$ cat src/rtl/xmw_pkg.sv
package xmw_pkg;
  typedef enum logic [1:0] {
    ST_IDLE   = 2'd0,
    ST_ACCESS = 2'd1,
    ST_READY  = 2'd2
  } xmw_state_e;

  typedef enum logic [1:0] {
    WM_COUNT     = 2'd0,
    WM_ACK       = 2'd1,
    WM_COUNT_ACK = 2'd2,
    WM_RSVD      = 2'd3
  } xmw_mode_e;
endpackage

$ cat src/rtl/xmw_bank_decode.sv
module xmw_bank_decode #(
  parameter int NBANK  = 4,
  parameter int BANK_W = $clog2(NBANK)
) (
  input  logic [BANK_W-1:0] idx,
  input  logic              en,
  output logic [NBANK-1:0]  sel
);
  for (genvar g = 0; g < NBANK; g++) begin : g_sel
    assign sel[g] = en && (idx == BANK_W'(g));
  end
endmodule

$ cat src/rtl/xmw_page_track.sv
module xmw_page_track #(
  parameter int TAG_W = 22
) (
  input  logic             clk,
  input  logic             rst_n,
  input  logic             accept,
  input  logic [TAG_W-1:0] tag_in,
  output logic             hit
);
  logic             prev_v_q, prev_v_d;
  logic [TAG_W-1:0] prev_tag_q;
  logic             hit_q, hit_d;

  always_comb begin
    prev_v_d = prev_v_q | accept;
    hit_d    = prev_v_q && (prev_tag_q == tag_in);
  end

  always_ff @(posedge clk or negedge rst_n) begin
    if (!rst_n) begin
      prev_v_q   <= 1'b0;
      prev_tag_q <= '0;
      hit_q      <= 1'b0;
    end else if (accept) begin
      prev_v_q   <= prev_v_d;
      prev_tag_q <= tag_in;
      hit_q      <= hit_d;
    end
  end

  assign hit = hit_q;
endmodule

$ cat src/rtl/xmw_seq.sv
module xmw_seq
  import xmw_pkg::*;
#(
  parameter int WAIT_W = 3
) (
  input  logic              clk,
  input  logic              rst_n,
  input  logic              start,
  input  logic [WAIT_W-1:0] wait_val,
  input  logic [1:0]        mode_in,
  input  logic              ext_ack,
  output logic              idle,
  output logic              in_access,
  output logic              finish,
  output logic              ready
);
  xmw_state_e        st_q, st_d;
  xmw_mode_e         mode_q, mode_d;
  logic [WAIT_W-1:0] cnt_q, cnt_d;
  logic              cnt_zero, need_ack;

  assign cnt_zero = (cnt_q == '0);
  assign need_ack = (mode_q == WM_ACK) || (mode_q == WM_COUNT_ACK);

  always_comb begin
    st_d   = st_q;
    mode_d = mode_q;
    cnt_d  = cnt_q;
    finish = 1'b0;
    unique case (st_q)
      ST_IDLE: begin
        if (start) begin
          st_d   = ST_ACCESS;
          mode_d = xmw_mode_e'(mode_in);
          cnt_d  = (xmw_mode_e'(mode_in) == WM_ACK) ? '0 : wait_val;
        end
      end
      ST_ACCESS: begin
        if (!cnt_zero) cnt_d = cnt_q - 1'b1;
        finish = cnt_zero && (!need_ack || ext_ack);
        if (finish) st_d = ST_READY;
      end
      ST_READY: st_d = ST_IDLE;
      default:  st_d = ST_IDLE;
    endcase
  end

  always_ff @(posedge clk or negedge rst_n) begin
    if (!rst_n) begin
      st_q   <= ST_IDLE;
      mode_q <= WM_COUNT;
      cnt_q  <= '0;
    end else begin
      st_q   <= st_d;
      mode_q <= mode_d;
      cnt_q  <= cnt_d;
    end
  end

  assign idle      = (st_q == ST_IDLE);
  assign in_access = (st_q == ST_ACCESS);
  assign ready     = (st_q == ST_READY);
endmodule

$ cat src/rtl/xmem_wait_ctrl.sv
module xmem_wait_ctrl #(
  parameter int ADDR_W   = 32,
  parameter int DATA_W   = 32,
  parameter int NBANK    = 4,
  parameter int WAIT_W   = 3,
  parameter int PAGE_LSB = 10
) (
  input  logic                    clk,
  input  logic                    rst_n,
  input  logic [NBANK*WAIT_W-1:0] cfg_wait,
  input  logic [NBANK*2-1:0]      cfg_mode,
  input  logic                    req_valid,
  input  logic                    req_write,
  input  logic [ADDR_W-1:0]       req_addr,
  input  logic [DATA_W-1:0]       req_wdata,
  output logic                    req_busy,
  output logic                    req_rdy,
  output logic [DATA_W-1:0]       req_rdata,
  output logic [ADDR_W-1:0]       mem_addr,
  output logic [DATA_W-1:0]       mem_wdata,
  input  logic [DATA_W-1:0]       mem_rdata,
  input  logic                    mem_ack,
  output logic [NBANK-1:0]        mem_bank_sel,
  output logic                    mem_rd,
  output logic                    mem_wr,
  output logic                    mem_page_hit
);
  localparam int BANK_W = $clog2(NBANK);
  localparam int TAG_W  = ADDR_W - PAGE_LSB;

  // reset: asynchronous assertion, synchronous release
  logic rst_meta_q, rst_sync_n;
  always_ff @(posedge clk or negedge rst_n) begin
    if (!rst_n) begin
      rst_meta_q <= 1'b0;
      rst_sync_n <= 1'b0;
    end else begin
      rst_meta_q <= 1'b1;
      rst_sync_n <= rst_meta_q;
    end
  end

  logic              idle, in_access, finish, ready, accept;
  logic [BANK_W-1:0] req_bank;
  logic [WAIT_W-1:0] sel_wait;
  logic [1:0]        sel_mode;
  logic [ADDR_W-1:0] addr_q;
  logic [DATA_W-1:0] wdata_q, rdata_q;
  logic              wr_q, page_hit_q;

  assign accept   = req_valid && idle;
  assign req_bank = req_addr[ADDR_W-1 -: BANK_W];
  assign sel_wait = cfg_wait[req_bank*WAIT_W +: WAIT_W];
  assign sel_mode = cfg_mode[req_bank*2 +: 2];

  xmw_seq #(.WAIT_W(WAIT_W)) seq_i (
    .clk      (clk),
    .rst_n    (rst_sync_n),
    .start    (accept),
    .wait_val (sel_wait),
    .mode_in  (sel_mode),
    .ext_ack  (mem_ack),
    .idle     (idle),
    .in_access(in_access),
    .finish   (finish),
    .ready    (ready)
  );

  xmw_page_track #(.TAG_W(TAG_W)) page_i (
    .clk   (clk),
    .rst_n (rst_sync_n),
    .accept(accept),
    .tag_in(req_addr[ADDR_W-1:PAGE_LSB]),
    .hit   (page_hit_q)
  );

  xmw_bank_decode #(.NBANK(NBANK)) dec_i (
    .idx(addr_q[ADDR_W-1 -: BANK_W]),
    .en (in_access),
    .sel(mem_bank_sel)
  );

  // request capture, enabled on accept
  always_ff @(posedge clk or negedge rst_sync_n) begin
    if (!rst_sync_n) begin
      addr_q  <= '0;
      wdata_q <= '0;
      wr_q    <= 1'b0;
    end else if (accept) begin
      addr_q  <= req_addr;
      wdata_q <= req_wdata;
      wr_q    <= req_write;
    end
  end

  // read data capture, enabled on the finishing edge
  always_ff @(posedge clk or negedge rst_sync_n) begin
    if (!rst_sync_n) rdata_q <= '0;
    else if (finish) rdata_q <= mem_rdata;
  end

  assign mem_addr     = addr_q;
  assign mem_wdata    = wdata_q;
  assign mem_rd       = in_access && !wr_q;
  assign mem_wr       = in_access && wr_q;
  assign mem_page_hit = in_access && page_hit_q;
  assign req_busy     = !idle;
  assign req_rdy      = ready;
  assign req_rdata    = rdata_q;
endmodule

$ cat config.mk
export PLATFORM = sky130hd
export DESIGN_NAME = xmem_wait_ctrl
export DESIGN_NICKNAME = d
export VERILOG_FILES = /design/src/rtl/xmw_pkg.sv /design/src/rtl/xmw_bank_decode.sv /design/src/rtl/xmw_page_track.sv /design/src/rtl/xmw_seq.sv /design/src/rtl/xmem_wait_ctrl.sv
export SDC_FILE = /design/constraint.sdc
export NUM_CORES = 1
export LEC_CHECK = 0
export CAP_MARGIN = 20
export CELL_PAD_IN_SITES_DETAIL_PLACEMENT = 1
export CELL_PAD_IN_SITES_GLOBAL_PLACEMENT = 1
export CORE_MARGIN = 2
export CORE_UTILIZATION = 32
export CTS_CLUSTER_DIAMETER = 80
export CTS_CLUSTER_SIZE = 30
export DETAILED_ROUTE_END_ITERATION = 10
export GPL_TIMING_DRIVEN = 0
export PLACE_DENSITY = 0.89
export SLEW_MARGIN = 20
export SYNTH_ARGS = -nofsm -noshare
export SYNTH_HDL_FRONTEND = slang
export SYNTH_SLANG_ARGS = --single-unit
$ cat constraint.sdc
create_clock -name clk -period 8.4 [get_ports clk]
set_clock_uncertainty 0.15 [all_clocks]
set_input_delay 1.68 -clock clk [delete_from_list [all_inputs] [get_ports clk]]
set_output_delay 1.68 -clock clk [all_outputs]
set_load 0.005 [all_outputs]
==> results.ini, run 1 <==
[run_status]
status = finished, final reports clean

[clock_network]
clkSinkCount = 108
clkLatencyLatePin_ns = 0.35
cts_buffer_depth = 2
clk_pin_slew_ns = 0.07
htreeDepth = 3
cts_setup_buffers = 0
cts_root_buffer = clkbuf_16
cts_tree = built
cts_resized = 0
cts_buffers = 9
hold_buffers = 0

[timing]
hold_viol_final = 0
slew_violations = 0
fin_crit_ns = 3.803
slew_headroom_pct = 52.65
fin_crit_sh_pct = 45.27
rsz0062_at_grt = no
fmax_mhz = 263.0
setup_viol = 0
tightest_slew_ns = 0.7072
setup_ws_ns = 4.597
hold_slack_ns = 0.09557
tns_ns = 0

[final_layout]
design_area_mm2 = 0.007355
multi_input_area_mm2 = 0.001725
fin_nets = 796
antenna_cells = 0
final_layout_size_suffix_gt1_share_pct = 9.587
ff_latch_area_mm2 = 0.002706
fillers = 1534
syn_to_final_growth_pct = 61.93
instances_no_fill = 858

[critical_path]
setup.worst_path.start_class = register
crit_slowest_cell = clkdlybuf4s50_1
reg2reg_depth = 4
end_kind = output port
cp_slowest_stage_delay_ns = 0.53
r2r_end = page_i.hit
arrival_ns = 1.97
r2r_start = seq_i.st_q[0]
cp_cell_sequence = and2b_1, nand2_1, nor2_1, clkdlybuf4s50_1
crit_required_ns = 6.57
r2r_slack_ns = 6.28
crit_fanout = 6
critPathKind = register to output port

[floorplan]
rows = 43
die_area_mm2 = 0.01516
die_h_um = 123.1
die_x_um = 123.1
io_pins = 226
core_area_mm2 = 0.01388
initial_core_util_pct = 32.72

[routing]
drt_pre_antenna_iters = 4
vias = 4012
wire_per_inst_um = 17.58
vias_per_cell = 4.676
drc = 0
detail-route-antenna-nets = 0
drt_iter0_markers = 68
routed_wl_mm = 15.08

[global_routing]
grt-ovfl-total = 0
grt_max_degree = 45
grt_pass1_wl_mm = 23.05
antenna_found_initial = 0
grt_pass1_vias = 4437
grt_usage_pct = 20.17

[placement]
post-place-ws_ns = 4.540
dp_hpwl_mm = 11.88
placed_cells = 842
place_area_mm2 = 0.007043
portBuffers = 223
place.gp.congestion = 0.7737

[logic_synthesis]
syn_avg_cell_area_um2 = 10.39
ys_seq_area_share_pct = 59.50
synth_nets = 560
yosys_register_bits = 108
synthDistinctLibCells = 37
ys.warnings.count = 0
syn_area_mm2 = 0.004542
synthCells = 437

[power_and_ir_drop]
vdd_drop_max_mv = 0.1892
p_sw_mw = 0.8272
seq_power_share_pct = 37.1
powerDensity_mw_per_mm2 = 344.8
pwr-share-comb_pct = 45.6
power_frac_clock_pct = 17.3
leakage_nw = 3.310
swShare_pct = 32.62
power.internal_mw = 1.709

[hold_path]
hold_path_class = register to asynchronous set/reset pin

[job]
drv_cap = 0

[logic make-up after synthesis]
group                      synth area share [%]
other                                   0.08257
AOI/OAI and AO/OA                         1.212
adders and majority gates                0.5509
DFF                                       59.50
xor gates and xnor gates                  4.435
and+or+nand+nor                           21.05
buffers and inverters                     2.507
muxes                                     10.66
[placed cells by master (no fill, tap or decap), drive strengths merged, types with 5 or more instances in the layout]
cell,netlist,layout
buf,8,10
clkbuf,13,24
clkdlybuf4s50,0,223
dfrtp,108,108
mux2,32,32
mux4,5,5
nand2,204,204
nand4,5,5
nor2,5,5
xnor2,23,23
[worst max-delay path: cells and delay by family (launching register included)]
| kind | cells | cell delay (ns) |
|---|---|---|
| simple gates | 3 | 0.68 |
| buf+inv | 1 | 0.53 |
| flops | 1 | 0.42 |
[worst max-delay path by stage]
stage	slack, ns	end	from
final	4.60	mem_bank_sel[1]	seq_i.st_q[1]
after global routing	4.45	mem_bank_sel[0]	seq_i.st_q[1]
after CTS	4.57	mem_bank_sel[1]	seq_i.st_q[1]
after detailed placement	4.54	page_i.hit	req_valid
after global placement	3.81	mem_wdata[15]	rst_sync_n
after floorplan	5.02	mem_addr[0]	rst_sync_n
[cell type report]
type / count / share of cell area (%)
Clock inverter: 5 / 0.7996
Timing Repair Buffer: 225 / 30.89
Inverter: 3 / 0.1531
Sequential cell: 108 / 36.80
Clock buffer: 11 / 3.437
Buffer: 21 / 1.395
Multi-Input combinational cell: 305 / 23.46
Tap cell: 180 / 3.062
[metrics by stage]
stage	utilization [%]	total power [mW]
after floorplan	-	1.386
after global placement	50.42	2.048
after detailed placement	50.74	2.125
after CTS	52.98	2.580
after global routing	52.98	2.723
final	52.98	2.536
[registers in the layout, indices dropped and copies added, names as in the netlist]
| register | flops |
|---|---|
| mem_addr | 32 |
| mem_wdata | 32 |
| page_i.hit | 1 |
| page_i.prev_v_q | 1 |
| req_rdata | 32 |
| rst_meta_q | 1 |
| rst_sync_n | 1 |
| seq_i.cnt_q | 3 |
| seq_i.mode_q | 2 |
| seq_i.st_q | 2 |
| wr_q | 1 |
[synthesized netlist by cell type, drive strengths merged]
cell / count / area share, %
clkbuf: 13 / 1.1
dfrtp: 108 / 60
buf: 8 / 1.2
o211ai: 1 / 0.17
and3: 1 / 0.14
and2b: 1 / 0.17
or3b: 1 / 0.19
inv: 3 / 0.25
nor4: 1 / 0.14
nor3b: 2 / 0.44
nor2b: 2 / 0.28
nand2: 204 / 17
o21ai: 2 / 0.22
nand4: 5 / 0.69
mux4: 5 / 2.7
conb: 1 / 0.083
nand2b: 3 / 0.58
o311ai: 1 / 0.19
a32o: 1 / 0.22
o21a: 1 / 0.17
nand3: 4 / 0.44
or2: 1 / 0.14
mux2: 32 / 7.9
a21oi: 1 / 0.11
nor3: 1 / 0.11
and2: 2 / 0.28
or3: 1 / 0.14
ha: 2 / 0.55
nor2: 5 / 0.41
a31oi: 1 / 0.14
xnor2: 23 / 4.4
[power by group through the flow]
stage	sequential [mW]	clock, mW	combinational [mW]
global route	0.975	0.472	1.28
global placement	0.933	0	1.12
finish	0.941	0.439	1.16
CTS	0.945	0.454	1.18
detailed placement	0.951	0	1.17
floorplan	0.944	0	0.442
[routing by layer]
metal  wire length (um)  up-vias  part of all wire [%]  track usage (%)
met5                  0        -                     0                0
met4                382        0                   2.5            7.102
met3               1038       28                   6.9            6.734
met2               8134      138                    54            37.47
met1               5525     1983                    37            21.05
li1                   -     1863                     -                -
Note: power is estimated with default switching activity, not from simulation.
==> run 2, diff against run 1 <==
--- a/config.mk
+++ b/config.mk
@@ -9,12 +9,12 @@
 export CELL_PAD_IN_SITES_DETAIL_PLACEMENT = 1
 export CELL_PAD_IN_SITES_GLOBAL_PLACEMENT = 1
 export CORE_MARGIN = 2
-export CORE_UTILIZATION = 32
+export CORE_UTILIZATION = 27
 export CTS_CLUSTER_DIAMETER = 80
 export CTS_CLUSTER_SIZE = 30
 export DETAILED_ROUTE_END_ITERATION = 10
 export GPL_TIMING_DRIVEN = 0
-export PLACE_DENSITY = 0.89
+export PLACE_DENSITY = 0.8
 export SLEW_MARGIN = 20
 export SYNTH_ARGS = -nofsm -noshare
 export SYNTH_HDL_FRONTEND = slang
==> constraint.sdc (replaced) <==
create_clock -name clk -period 3.2 [get_ports clk]
set_clock_uncertainty 0.15 [all_clocks]
set_input_delay 0.64 -clock clk [delete_from_list [all_inputs] [get_ports clk]]
set_output_delay 0.64 -clock clk [all_outputs]
set_load 0.005 [all_outputs]
==> results.ini, run 2 (same netlist as run 1, synthesis figures left out) <==
[routing]
vias_per_cell = 4.374  ; was 4.676
detail-route-antenna-nets = 0  ; unchanged
routed_wl_mm = 15.11  ; was 15.08 mm
vias = 3928  ; was 4012
drc = 0  ; unchanged
drt_iter0_markers = 83  ; was 68
drt_pre_antenna_iters = 4  ; unchanged
wire_per_inst_um = 16.82  ; was 17.58 um

[critical_path]
arrival_ns = 2.03  ; was 1.97 ns
setup.worst_path.start_class = register  ; unchanged
r2r_start = seq_i.st_q[0]  ; unchanged
crit_fanout = 8  ; was 6
path_buf_inv = 2  ; was 1
end_kind = output port  ; unchanged
critPathKind = register to output port  ; unchanged
crit_start = seq_i.st_q[1]  ; unchanged
path_delay_family = buffers and inverters  ; was simple AND/OR/NAND/NOR gates
crit_required_ns = 2.41  ; was 6.57 ns
cp_cell_sequence = nand2b_1, clkbuf_1, nor3b_1, clkdlybuf4s50_1  ; was and2b_1, nand2_1, nor2_1, clkdlybuf4s50_1
r2r_slack_ns = 1.08  ; was 6.28 ns
cp_slowest_stage_delay_ns = 0.55  ; was 0.53 ns
crit_slowest_cell = clkdlybuf4s50_1  ; unchanged

[timing]
fin_crit_sh_pct = 88.20
slew_violations = 0  ; unchanged
hold_viol_final = 0  ; unchanged
fmax_mhz = 354.3
fin_crit_ns = 2.822
setup_viol = 0  ; unchanged
tightest_slew_ns = 0.6555  ; was 0.7072 ns
slew_headroom_pct = 56.11  ; was 52.65%
rsz0062_at_grt = no  ; unchanged
tns_ns = 0  ; unchanged

[final_layout]
mostFrequentLayoutCells = 223 x clkdlybuf4s50_1, 203 x nand2_1, 107 x dfrtp_1  ; unchanged
antenna_cells = 0  ; unchanged
final_common_cell = clkdlybuf4s50_1  ; unchanged
fin_nets = 796  ; unchanged
fillers = 1814  ; was 1534
final_layout_size_suffix_gt1_share_pct = 9.440  ; was 9.587%
design_area_mm2 = 0.007463  ; was 0.007355 mm2
syn_to_final_growth_pct = 64.33  ; was 61.93%

[job]
drv_cap = 0  ; unchanged

[placement]
place.gp.congestion = 0.7876  ; was 0.7737
place_area_mm2 = 0.007101  ; was 0.007043 mm2
portBuffers = 223  ; unchanged
dp_hpwl_mm = 12.12  ; was 11.88 mm

[floorplan]
rows = 47  ; was 43
io_pins = 226  ; unchanged
die_x_um = 133.7  ; was 123.1 um
die_h_um = 133.7  ; was 123.1 um
initial_core_util_pct = 27.49  ; was 32.72%
die_area_mm2 = 0.01788  ; was 0.01516 mm2
core_area_mm2 = 0.01652  ; was 0.01388 mm2

[global_routing]
grt_usage_pct = 17.50  ; was 20.17%
grt_pass1_vias = 4496  ; was 4437
antenna_found_initial = 0  ; unchanged
grt_pass1_wl_mm = 24.31  ; was 23.05 mm
grt-ovfl-total = 0  ; unchanged
grt_max_degree = 53  ; was 45

[power_and_ir_drop]
power_mw = 6.843  ; was 2.536 mW
leakage_nw = 3.343  ; was 3.310 nW
vdd_drop_max_mv = 0.3839  ; was 0.1892 mV
powerDensity_mw_per_mm2 = 916.9  ; was 344.8 mW/mm2

[run_status]
status = finished, final reports clean  ; unchanged

[clock_network]
cts_root_buffer = clkbuf_16  ; unchanged
htreeDepth = 3  ; unchanged
hold_buffers = 0  ; unchanged
clkLatencyLatePin_ns = 0.35  ; about the same
cts_buffers = 9  ; unchanged
cts_resized = 0  ; unchanged
clk_pin_slew_ns = 0.07  ; about the same
cts_buffer_depth = 2  ; unchanged
cts_tree = built  ; unchanged
clkSinkCount = 108  ; unchanged
cts_setup_buffers = 0  ; unchanged

[hold_path]
hold_path_class = register to asynchronous set/reset pin  ; unchanged

## run 2: layout make-up
cell class	instances	area (um2)	area share, %
repair buffers	225	2280	30.54
clock buffers	10	229.0	3.068
plain buffers	21	102.6	1.375
clock inverters	6	133.9	1.794
inverters	3	11.26	0.1509
well taps	220	275.3	3.688
flip-flops and latches	108	2706	36.26
multi-input cells	305	1725	23.12
## run 2: report_power, final
group / switching [mW] / leakage [nW] / internal, mW
registers: 0.439 / 1.32 / 2.02
clock network: 0.505 / 0.177 / 0.846
logic: 1.22 / 1.85 / 1.82
## run 2: per-stage QoR
step	hold WS, ns	setup WS [ns]	utilization, %	cells
floorplan	0.1811	1.241	-	437
global placement	0.1866	0.3993	42.67	880
detailed placement	0.05854	0.3612	42.97	882
CTS	0.06648	0.3618	45.17	898
global route	0.07502	0.2664	45.17	898
finish	0.05781	0.3776	45.17	898
## run 2: worst paths after layout
path                                    to  cells after the start
min in group clk                rst_sync_n                      0
hold / removal               req_rdata[29]                      0
setup / recovery           mem_bank_sel[2]                      4
setup reg to reg                page_i.hit                      4
hold reg to reg              req_rdata[29]                      0
max in group asynchronous    mem_wdata[13]                      1
## run 2: per-layer routing
metal  GRT usage, %  wire, um  vias up  share of wire, %
met3          5.784       973       23               6.4
li1               -         -     1861                 -
met4          5.674       344        0               2.3
met2          31.40      7982      130                53
met1          19.51      5805     1914                38
met5              0         0        -                 0
## run 2: worst register-to-register path, stage by stage (launching register included)
cell	delay (ns)
dfrtp_1	0.44
nor3b_2	0.59
nand3_1	0.17
nor4_1	0.46
a32o_1	0.24
